<file path="config.mk">
export PLATFORM = sky130hd
export DESIGN_NAME = rsq_startup
export DESIGN_NICKNAME = d
export VERILOG_FILES = /design/src/rtl/rsq_pkg.sv /design/src/rtl/rsq_width_filter.sv /design/src/rtl/rsq_start_timer.sv /design/src/rtl/rsq_phase_div.sv /design/src/rtl/rsq_mode_reg.sv /design/src/rtl/rsq_startup.sv
export SDC_FILE = /design/constraint.sdc
export NUM_CORES = 1
export LEC_CHECK = 0
export BUFFER_PORTS_ARGS = -buffer_cell sky130_fd_sc_hd__buf_2
export CORE_MARGIN = 5
export CORE_UTILIZATION = 36
export DETAILED_ROUTE_END_ITERATION = 12
export GPL_ROUTABILITY_DRIVEN = 1
export GPL_TIMING_DRIVEN = 1
export HOLD_SLACK_MARGIN = 0.03
export PLACE_DENSITY = 0.57
export SLEW_MARGIN = 5
export SYNTH_ARGS = -nofsm -noshare
export SYNTH_HDL_FRONTEND = slang
export SYNTH_HIERARCHICAL = 1
export SYNTH_SLANG_ARGS = --single-unit
</file>
<file path="constraint.sdc">
create_clock -name clk_i -period 1.75 [get_ports clk_i]
set_clock_uncertainty 0.1 [all_clocks]
set_input_delay 0.2625 -clock clk_i [delete_from_list [all_inputs] [get_ports clk_i]]
set_output_delay 0.2625 -clock clk_i [all_outputs]
set_load 0.005 [all_outputs]
</file>
<file path="src/rtl/rsq_pkg.sv">
package rsq_pkg;

   typedef enum logic [1:0] {
      SEQ_HOLD = 2'd0,
      SEQ_WAIT = 2'd1,
      SEQ_RUN  = 2'd2
   } seq_state_e;

endpackage

</file>
<file path="src/rtl/rsq_width_filter.sv">
module rsq_width_filter #(
   parameter int MIN_W = 16
) (
   input  logic clk_i,
   input  logic rst_i,
   output logic accept_o,
   output logic release_o,
   output logic short_o
);
   localparam int CW = $clog2(MIN_W + 1);
   localparam logic [CW-1:0] FULL = CW'(MIN_W);
   localparam logic [CW-1:0] LAST = CW'(MIN_W - 1);

   logic [CW-1:0] hi_cnt;
   logic          short_q;

   always_ff @(posedge clk_i) begin
      if (!rst_i)
         hi_cnt <= '0;
      else if (hi_cnt != FULL)
         hi_cnt <= hi_cnt + 1'b1;
   end

   always_ff @(posedge clk_i) begin
      short_q <= !rst_i && (hi_cnt != '0) && (hi_cnt < FULL);
   end

   assign accept_o  = rst_i && (hi_cnt == LAST);
   assign release_o = !rst_i && (hi_cnt == FULL);
   assign short_o   = short_q;

   a_r2_short_single: assert property (@(posedge clk_i) disable iff (rst_i)
      short_q |=> !short_q);

   a_r1_no_accept_when_full: assert property (@(posedge clk_i) disable iff (!rst_i)
      (hi_cnt == FULL) |=> !accept_o);

endmodule

</file>
<file path="src/rtl/rsq_start_timer.sv">
module rsq_start_timer
   import rsq_pkg::*;
#(
   parameter int DELAY = 38
) (
   input  logic       clk_i,
   input  logic       rst_i,
   input  logic       accept_i,
   input  logic       release_i,
   output seq_state_e state_o
);
   localparam int WW = $clog2(DELAY + 1);
   localparam logic [WW-1:0] DONE = WW'(DELAY);

   seq_state_e    state_q;
   logic [WW-1:0] wcnt;

   always_ff @(posedge clk_i) begin
      if (accept_i) begin
         state_q <= SEQ_HOLD;
         wcnt    <= '0;
      end else begin
         case (state_q)
            SEQ_HOLD: begin
               if (release_i) begin
                  state_q <= SEQ_WAIT;
                  wcnt    <= WW'(1);
               end
            end
            SEQ_WAIT: begin
               if (rst_i)
                  wcnt <= '0;
               else if (wcnt == DONE)
                  state_q <= SEQ_RUN;
               else
                  wcnt <= wcnt + 1'b1;
            end
            SEQ_RUN: state_q <= SEQ_RUN;
            default: state_q <= SEQ_HOLD;
         endcase
      end
   end

   assign state_o = state_q;

   a_r3_wait_bounded: assert property (@(posedge clk_i) disable iff (accept_i)
      (state_q == SEQ_WAIT) |-> (wcnt <= DONE));

   a_r4_high_blocks_run: assert property (@(posedge clk_i) disable iff (accept_i)
      ((state_q == SEQ_WAIT) && rst_i) |=> (state_q == SEQ_WAIT));

endmodule

</file>
<file path="src/rtl/rsq_phase_div.sv">
module rsq_phase_div #(
   parameter int PHASE_W = 1
) (
   input  logic clk_i,
   input  logic resync_i,
   output logic phase_o
);
   generate
      if (PHASE_W == 1) begin : g_toggle
         logic ph_q;
         always_ff @(posedge clk_i) begin
            if (resync_i) ph_q <= 1'b0;
            else          ph_q <= !ph_q;
         end
         assign phase_o = ph_q;

         a_r8_phase_toggles: assert property (@(posedge clk_i) disable iff (resync_i)
            !resync_i |=> (ph_q != $past(ph_q)));
      end else begin : g_count
         logic [PHASE_W-1:0] ph_cnt;
         always_ff @(posedge clk_i) begin
            if (resync_i) ph_cnt <= '0;
            else          ph_cnt <= ph_cnt + 1'b1;
         end
         assign phase_o = ph_cnt[PHASE_W-1];
      end
   endgenerate

endmodule

</file>
<file path="src/rtl/rsq_mode_reg.sv">
module rsq_mode_reg (
   input  logic clk_i,
   input  logic clear_i,
   input  logic set_i,
   output logic prot_o
);
   logic prot_q;

   always_ff @(posedge clk_i) begin
      if (clear_i)    prot_q <= 1'b0;
      else if (set_i) prot_q <= 1'b1;
   end

   assign prot_o = prot_q;

   a_r6_sticky_prot: assert property (@(posedge clk_i) disable iff (clear_i)
      prot_q |=> prot_q);

endmodule

</file>
<file path="src/rtl/rsq_startup.sv">
module rsq_startup
   import rsq_pkg::*;
#(
   parameter int                 MIN_RST_CYC = 16,
   parameter int                 FETCH_DELAY = 38,
   parameter int                 ADDR_W      = 24,
   parameter int                 REAL_AW     = 20,
   parameter int                 PHASE_W     = 1,
   parameter logic [ADDR_W-1:0]  BOOT_ADDR   = 24'hFFFFF0
) (
   input  logic              clk_i,
   input  logic              rst_ext_i,
   input  logic              prot_set_i,
   output logic              core_rst_o,
   output logic              real_mode_o,
   output logic              fetch_en_o,
   output logic [ADDR_W-1:0] fetch_addr_o,
   output logic              rst_short_o,
   output logic              phase_o
);
   generate
      if (MIN_RST_CYC < 2) begin : g_bad_width
         $error("MIN_RST_CYC must be at least 2");
      end
      if (FETCH_DELAY < 1) begin : g_bad_delay
         $error("FETCH_DELAY must be at least 1");
      end
      if (REAL_AW >= ADDR_W) begin : g_bad_addr
         $error("REAL_AW must be below ADDR_W");
      end
      if (PHASE_W < 1) begin : g_bad_phase
         $error("PHASE_W must be at least 1");
      end
   endgenerate

   logic       accept;
   logic       release_w;
   logic       prot;
   logic       seen_q;
   seq_state_e state;

   rsq_width_filter #(.MIN_W(MIN_RST_CYC)) u_filter (
      .clk_i     (clk_i),
      .rst_i     (rst_ext_i),
      .accept_o  (accept),
      .release_o (release_w),
      .short_o   (rst_short_o)
   );

   rsq_start_timer #(.DELAY(FETCH_DELAY)) u_timer (
      .clk_i     (clk_i),
      .rst_i     (rst_ext_i),
      .accept_i  (accept),
      .release_i (release_w),
      .state_o   (state)
   );

   rsq_phase_div #(.PHASE_W(PHASE_W)) u_phase (
      .clk_i    (clk_i),
      .resync_i (accept),
      .phase_o  (phase_o)
   );

   rsq_mode_reg u_mode (
      .clk_i   (clk_i),
      .clear_i (accept),
      .set_i   (prot_set_i && (state == SEQ_RUN)),
      .prot_o  (prot)
   );

   assign fetch_en_o  = (state == SEQ_RUN);
   assign core_rst_o  = !fetch_en_o;
   assign real_mode_o = !prot;

   genvar gi;
   generate
      for (gi = 0; gi < ADDR_W; gi++) begin : g_addr
         if (gi < REAL_AW) begin : g_low
            assign fetch_addr_o[gi] = BOOT_ADDR[gi];
         end else begin : g_high
            assign fetch_addr_o[gi] = BOOT_ADDR[gi] && prot;
         end
      end
   endgenerate

   always_ff @(posedge clk_i) begin
      seen_q <= seen_q | accept;
   end

   a_r1_accept_holds_core: assert property (@(posedge clk_i) disable iff (!seen_q)
      accept |=> (core_rst_o && !fetch_en_o && real_mode_o));

   a_r3_no_fetch_after_high: assert property (@(posedge clk_i) disable iff (!seen_q)
      $rose(fetch_en_o) |-> !$past(rst_ext_i));

   a_r5_fetch_stays: assert property (@(posedge clk_i) disable iff (!seen_q || accept)
      fetch_en_o |=> fetch_en_o);

   a_r6_real_in_reset: assert property (@(posedge clk_i) disable iff (!seen_q)
      core_rst_o |-> real_mode_o);

   a_r7_upper_zero: assert property (@(posedge clk_i) disable iff (!seen_q)
      real_mode_o |-> (fetch_addr_o[ADDR_W-1:REAL_AW] == '0));

endmodule

</file>
# Word-level counts from Yosys, hierarchy flattened
# Cells that the tools add are included.
# W data, S select, Z words.
# totals
reg_bits	16
input_bits	3
out_inout_bits	29
elab_cells	41
# op_classes
add_sub_neg	2
magnitude_cmp	1
eq_ne	10
n_mux	8
reduce_logical	14
# op_table
operator	n
$mux W6	3
$pmux W6 S2	1
$add A6 B1 Y6 const B	1
$eq A6 B6 Y1 const B	1
$mux W2	3
$pmux W2 S3	1
$reduce_and A3 Y1	2
$add A5 B1 Y5 const B	1
$eq A5 B4 Y1 const B	1
$eq A5 B5 Y1 const B	1
$logic_and A1 B1 Y1	5
$lt A5 B5 Y1 const B	1
$ne A5 B5 Y1 const B	1
$reduce_bool A5 Y1	1
$logic_not A1 Y1	4
$ne A2 B2 Y1 const B	2
$ne A3 B3 Y1 const B	1
$eq A2 B1 Y1 const B	1
$eq A2 B2 Y1 const B	1
$logic_not A2 Y1	1
$ne A2 B1 Y1 const B	1
$reduce_bool A2 Y1	1

# Logic depth before layout (Yosys ltp)
# Gate-level depths: netlist (run 1).
# logic_depth
depth_word	4
ltp_mapped	8
depth_no_buf	8

# By module
# Netlist (run 1), hierarchy kept.
# by_module_without_submodules
module	n_inst	cells_each	area_each_um2	seq_area_each_um2
rsq_start_timer	1	59	511.7	160.2
rsq_width_filter	1	32	314.1	120.1
rsq_startup	1	30	216.5	0.0
rsq_mode_reg	1	2	30.0	20.0
rsq_phase_div	1	2	23.8	20.0

# Worst setup path before layout (run 1)
# Ideal clock, no wire load.
# synth_path
path_kind	reg2reg
from	register u_filter.hi_cnt[0]
to	register u_timer.wcnt[5]
setup_time_ns	0.070
t_arrival_ns	1.686
setup_slack_ns	-0.106
path_stages_with_launch	9
synth_period_minus_slack_ns	1.856
cell_sequence	dfxtp_1 > inv_1 > ha_1 > nand4bb_4 > nor2_1 > and2b_1 > nand2b_1 > or3_1 > a21oi_1
# synth_between
elab_chain_cells	4
# synth_lines
item	line_no	rtl
start, declared	rsq_width_filter.sv:14	logic [CW-1:0] hi_cnt;
start signal, assigned	rsq_width_filter.sv:21	hi_cnt <= hi_cnt + 1'b1;
$eq A5 B5 Y1	rsq_width_filter.sv:29	assign release_o = !rst_i && (hi_cnt == FULL);
$logic_and A1 B1 Y1	rsq_width_filter.sv:29	
named net release_w	rsq_startup.sv:37	logic release_w;
$ne A2 B2 Y1 (no line)	--	
$reduce_and A3 Y1 (no line)	--	
end signal, assigned	rsq_start_timer.sv:36	wcnt <= wcnt + 1'b1;
end, declared	rsq_start_timer.sv:16	logic [WW-1:0] wcnt;
# The timed path passes the listed nets, and every way through them passes these cells.
# A chain may end at the register's enable or synchronous reset.

# Worst setup path after layout (run 1)
# layout_path
from	register u_filter.hi_cnt[1]
to	register u_timer.wcnt[5]
# The elaborated chain is that of the path after synthesis.

==> flow_summary.toml, run 1 <==
[clocking]
cts.sinks = 16
cts_hold_buf = 0
numCtsBuffers = 3
clock_path_buffers = 2
insertion_delay_ns = 0.28
clk_pin_slew_ns = 0.09
cts_tree = "done"
htreeDepth = 1
root_buffer = "clkbuf_4"

[synthesis]
avgSynthCellArea_um2 = 8.768
synth_top_flop_cell = "dfxtp_1"
synth_area_leaders = "dfxtp_1, buf_4, ha_1"
synthCells = 125
yosysMostFrequentCell = "buf_4"
synth_top_area_share_pct = 29.22
synth_seq_cells = 16
synth_edf_count = 0
syn_area_um2 = 1096
synth-async-reset-ratio_pct = 0
synth_warnings = 6
yosysTopAreaCell = "dfxtp_1"
synth.yosys.seq_area_share_pct = 29.22
ys_top_cells_by_count = "buf_4, dfxtp_1, nand2_1, ha_1, inv_1"
yosysUniqueCellTypes = 38

[critical_path]
cpMaxStageDelayCell = "dfxtp_2"
required_ns = 1.87
cpPeakStageDelay_ns = 0.34
arrival_ns = 1.85
crit_type = "reg2reg"
end_kind = "flop"
worst-path-buf-inv = 1
cp_top_family = "simple AND/OR/NAND/NOR gates"
cp_cell_sequence = "inv_2 -> ha_4 -> nand4bb_4 -> nor2_4 -> and2b_1 -> nand2b_4 -> or3_1 -> a21oi_1"
path_max_fanout = 4
cp-start-kind = "flop"

[floorplanning]
dieArea_um2 = 4248
start_util_pct = 36.81
core_um2 = 2978
num_rows = 20
top_level_ports = 32
die_y_um = 65.18
die_width_um = 65.18

[timing]
hold_viol_final = 0
finalCriticalPeriod_ns = 1.722
fin_hold_ws_ns = 0.2384
final-setup-viol-count = 0
clock.fmax_mhz = 580.7
min_period_over_period_pct = 98.40
setup_tns_ns = 0
rsz0062_at_grt = "true"
setup_ws_ns = 0.02797
slew_viol_final = 0

[finish]
fin_cells = 171
nets = 151
final_area_um2 = 1179
drive_above_1_share_pct = 26.09
syn_to_final_growth_pct = 7.534
num_antenna_cells = 0
fill_cells = 311
fin_util_pct = 39.58

[routing]
wl_met3_um = 129
highest_layer = "met4"
routedWlPerCell_um = 10.80
vias = 790
via_per_inst = 4.620
drt-met1-wl_um = 807
drtIter0Drc = 11
ant_nets = 0
firstDrtPassIters = 4
routed_wl_mm = 1.847
met2WireLength_um = 899
drc = 0

[global_routing]
grt_pass1_wl_mm = 2.987
grt_max_degree = 11
grt-ovfl-total = 0
grt_pass1_vias = 720
track_usage_pct = 8.990
antenna_found_initial = 0

[power_and_ir_drop]
p_per_area_nw_per_um2 = 1041
leakagePower_nw = 0.5768
p_total_mw = 1.227
peakVddDrop_v = 0.0004967

[place]
place_area_um2 = 1145
routabilityCongestion = 0.8140
numPortBuffers = 11
place_inst = 168
dpl_worst_slack_ns = 0.004062
dp_hpwl_mm = 1.490

[run_status]
status = "completed"

[worst_hold_path]
min_path_type = "in2reg"

[flow_run]
drv_cap = 0
## path summary, 6_finish.rpt
kind              cells past startpoint  slack (ns)               start         endpoint
setup / recovery                      8        0.03  u_filter/hi_cnt[1]  u_timer/wcnt[5]
hold / removal                        3        0.24          prot_set_i    u_mode/prot_o
setup reg to reg                      8        0.03  u_filter/hi_cnt[1]  u_timer/wcnt[5]
hold reg to reg                       1        0.31     u_phase/phase_o  u_phase/phase_o
## area by class of cell
class                   instances  area, um2  area share [%]
multi-input cells              94      661.9           56.16
repair buffers                 17      100.1           8.493
inverters                       8      30.03           2.548
clock buffers                   3      22.52           1.911
flip-flops and latches         16      322.8           27.39
well taps                      33      41.29           3.503
## flip-flops by register name, summed over array words and instances, names as in the netlist
register / count
u_filter/hi_cnt: 5
u_filter/short_o: 1
u_mode/prot_o: 1
u_phase/phase_o: 1
u_timer/state_o: 2
u_timer/wcnt: 6
## routing by layer
layer / GRT usage, % / vias to the layer above
met5: 0 / -
met4: 2.332 / 0
met3: 4.103 / 2
met2: 16.18 / 24
met1: 9.398 / 359
li1: - / 405
## report_power, final
group / total, mW / switching, mW / internal, mW / leakage [nW]
Combinational: 0.523 / 0.261 / 0.262 / 0.430
Clock: 0.192 / 0.112 / 0.0798 / 0.0138
Sequential: 0.512 / 0.0739 / 0.439 / 0.133
## worst min-delay path, stage by stage
cell and delay [ns]:
buf_2 0.07, and3b_2 0.16, o21ba_1 0.10
## placed cells by master (no fill, tap or decap), types with 4 or more instances in the layout
cell     synthesis  final
mux2i_1          6      6
a21oi_1          4      4
nand3_1          5      5
inv_1            8      6
buf_2            1     11
nand2_1         10     10
o21ai_0          4      4
buf_4           24      6
dfxtp_1         16     14
conb_1           2     20
ha_1             8      7
## cell families (layout without fill, tap and decap cells)
logic type               count (synthesis)  count (layout)  synth area share (%)
AO/OA/AOI/OAI                           19              19                 11.87
XOR/XNOR                                 1               1                0.7992
adder cells (fa/ha/maj)                  8               8                 9.133
buffers and inverters                   33              28                 19.63
flip-flops                              16              16                 29.22
multiplexers                             7               7                 6.507
other                                    2              20                0.6852
AND/OR/NAND/NOR                         39              39                 22.15
## repair_timing
action                                  CTS  global route
setup buffers                             0             0
gates resized for setup                   1             3
pin swaps                                 1             0
endpoints found under the setup margin    1             7
(Power assumes the default switching activity.)
==> run 2: changes to the inputs <==
--- a/config.mk
+++ b/config.mk
@@ -5,14 +5,17 @@
 export SDC_FILE = /design/constraint.sdc
 export NUM_CORES = 1
 export LEC_CHECK = 0
-export BUFFER_PORTS_ARGS = -buffer_cell sky130_fd_sc_hd__buf_2
+export BUFFER_PORTS_ARGS = -buffer_cell sky130_fd_sc_hd__buf_4
+export CELL_PAD_IN_SITES_DETAIL_PLACEMENT = 2
+export CELL_PAD_IN_SITES_GLOBAL_PLACEMENT = 2
 export CORE_MARGIN = 5
-export CORE_UTILIZATION = 36
+export CORE_UTILIZATION = 26
 export DETAILED_ROUTE_END_ITERATION = 12
 export GPL_ROUTABILITY_DRIVEN = 1
 export GPL_TIMING_DRIVEN = 1
 export HOLD_SLACK_MARGIN = 0.03
-export PLACE_DENSITY = 0.57
+export PLACE_DENSITY = 0.69
+export SETUP_SLACK_MARGIN = 0.2
 export SLEW_MARGIN = 5
 export SYNTH_ARGS = -nofsm -noshare
 export SYNTH_HDL_FRONTEND = slang
==> flow_summary.toml, run 2 (synthesis gave the netlist of run 1 again) <==
[finish]
syn_to_final_growth_pct = 36.53
final_cell_mix = "buf_4, conb_1, dfxtp_1"
fin_cells = 202
num_antenna_cells = 0
nets = 164
drive_above_1_share_pct = 44.08
layout_commonest_cell = "buf_4"
regMostFlops = "u_timer/wcnt"
largest_reg_flops = 6

[floorplanning]
start_util_pct = 27.01
die_y_um = 74.93
core_um2 = 4058
num_rows = 23
top_level_ports = 32
dieArea_um2 = 5614
die_width_um = 74.93

[global_routing]
grt_max_degree = 16
antenna_found_initial = 0
grtUsageMet2_pct = 21.66
track_usage_pct = 11.12
grt-busiest-layer = "met2"
use_met1_pct = 11.88
grt-ovfl-total = 0
grt_pass1_wl_mm = 4.671
grt_use_met3_pct = 2.403
grt_pass1_vias = 952

[worst_hold_path]
min_from = "rst_ext_i"
holdPathStages = 2
worstHoldEndpoint = "u_filter/short_o"
min_path_type = "in2reg"

[clocking]
clk_pin_slew_ns = 0.07
clock_path_buffers = 2
cts_tree = "done"
insertion_delay_ns = 0.25
htreeDepth = 1
numCtsBuffers = 3
root_buffer = "clkbuf_8"
cts.sinks = 16

[routing]
vias = 916
ant_nets = 0
via_per_inst = 4.535
routed_wl_mm = 3.164
drtIter0Drc = 32
drc = 0
routedWlPerCell_um = 15.66
firstDrtPassIters = 3

[power_and_ir_drop]
leakagePower_nw = 0.6894
peakVddDrop_v = 0.0004932
p_total_mw = 1.645
p_per_area_nw_per_um2 = 1099

[timing]
slew_viol_final = 0
clock.fmax_mhz = 571.1
hold_viol_final = 0
finalCriticalPeriod_ns = 1.751
setup_ws_ns = -0.0008681
rsz0062_at_grt = "true"
final-setup-viol-count = 1
min_period_over_period_pct = 100.0

[critical_path]
r2r-start = "u_filter/hi_cnt[0]"
arrival_ns = 1.84
cpPeakStageDelay_ns = 0.35
rr_worst_depth = 8
crit_type = "reg2reg"
cp-start-kind = "flop"
cp_cell_sequence = "inv_2 -> ha_4 -> nand4bb_4 -> nor2_4 -> and2b_2 -> nand2b_4 -> or3_4 -> a21oi_2"
cpMaxStageDelayCell = "dfxtp_4"
reg2reg_to = "u_timer/wcnt[5]"
path_max_fanout = 3
worst-path-buf-inv = 1
end_kind = "flop"
required_ns = 1.84
rrSetupSlack_ns = -0.0009
cp_top_family = "simple AND/OR/NAND/NOR gates"

[place]
dp_hpwl_mm = 2.095
routabilityCongestion = 0.8480
numPortBuffers = 11
place_inst = 185

[flow_run]
drv_cap = 0

[run_status]
failed_checks = "setup timing"
status = "complete, but fails checks"
[run 2: changes by cell type in the layout (fill, tap and decap cells not counted), sizes merged]
cell | previous run | this run
clkbuf | 3 | 4
buf | 17 | 30
[run 2: through the flow]
| step | instance area [um2] | utilization, % | setup slack [ns] | setup TNS, ns | hold WS [ns] |
|---|---|---|---|---|---|
| after global routing | 1496 | 36.88 | -0.08329 | -0.1787 | 0.2377 |
| after CTS | 1403 | 34.57 | -0.005378 | -0.005378 | 0.2334 |
| final | 1496 | 36.88 | -0.0008681 | -0.0008681 | 0.2227 |
| after global placement | 1206 | 29.73 | 0.03859 | 0 | 0.3015 |
| after floorplan | 1189 | - | 0.03484 | 0 | 0.3097 |
| after detailed placement | 1206 | 29.73 | -0.05921 | -0.07333 | 0.3073 |
[run 2: final cells by class]
class	count	area [um2]
Fill cell	455	2561
Multi-Input combinational cell	94	774.5
Sequential cell	16	326.6
Timing Repair Buffer	30	245.2
Tap cell	50	62.56
Clock buffer	4	55.05
Inverter	8	32.53
[run 2: worst reg2reg max path: cells and delay by family (launching register included)]
kind	cells	cell delay, ns
flip-flops	1	0.35
buffers and inverters	1	0.06
AND/OR/NAND/NOR	5	0.93
adder cells (fa/ha/maj)	1	0.14
AO/OA/AOI/OAI	1	0.11
[run 2: what timing repair did]
action | CTS | global route
setup buffers | 9 | 4
pin swaps | 7 | 6
hold buffers | 0 | 0
setup endpoints to repair | 8 | 10
resized for setup | 19 | 14
[run 2: routing by layer]
| metal | up-vias | share of wire (%) |
|---|---|---|
| met5 | - | 0 |
| met4 | 0 | 1.0 |
| met3 | 6 | 4.6 |
| met2 | 20 | 58 |
| met1 | 456 | 37 |
| li1 | 434 | - |
[run 2: where the power goes]
part	leakage [nW]	switching [mW]	internal (mW)
Clock	0.0288	0.138	0.200
Combinational	0.527	0.390	0.392
Sequential	0.133	0.0843	0.441
[run 2: how the worst max path moves through the flow]
stage | from | to | slack, ns | cells after the start
2_1_floorplan | u_filter/hi_cnt[1] | u_timer/wcnt[5] | 0.03 | 8
3_3_place_gp | u_filter/hi_cnt[1] | u_timer/wcnt[5] | 0.04 | 8
3_5_place_dp | u_filter/hi_cnt[1] | u_timer/wcnt[5] | -0.06 | 8
4_1_cts | u_filter/hi_cnt[0] | u_timer/wcnt[5] | -0.005 | 8
5_1_grt | u_filter/hi_cnt[0] | u_timer/wcnt[4] | -0.08 | 9
6_report | u_filter/hi_cnt[0] | u_timer/wcnt[5] | -0.0009 | 8
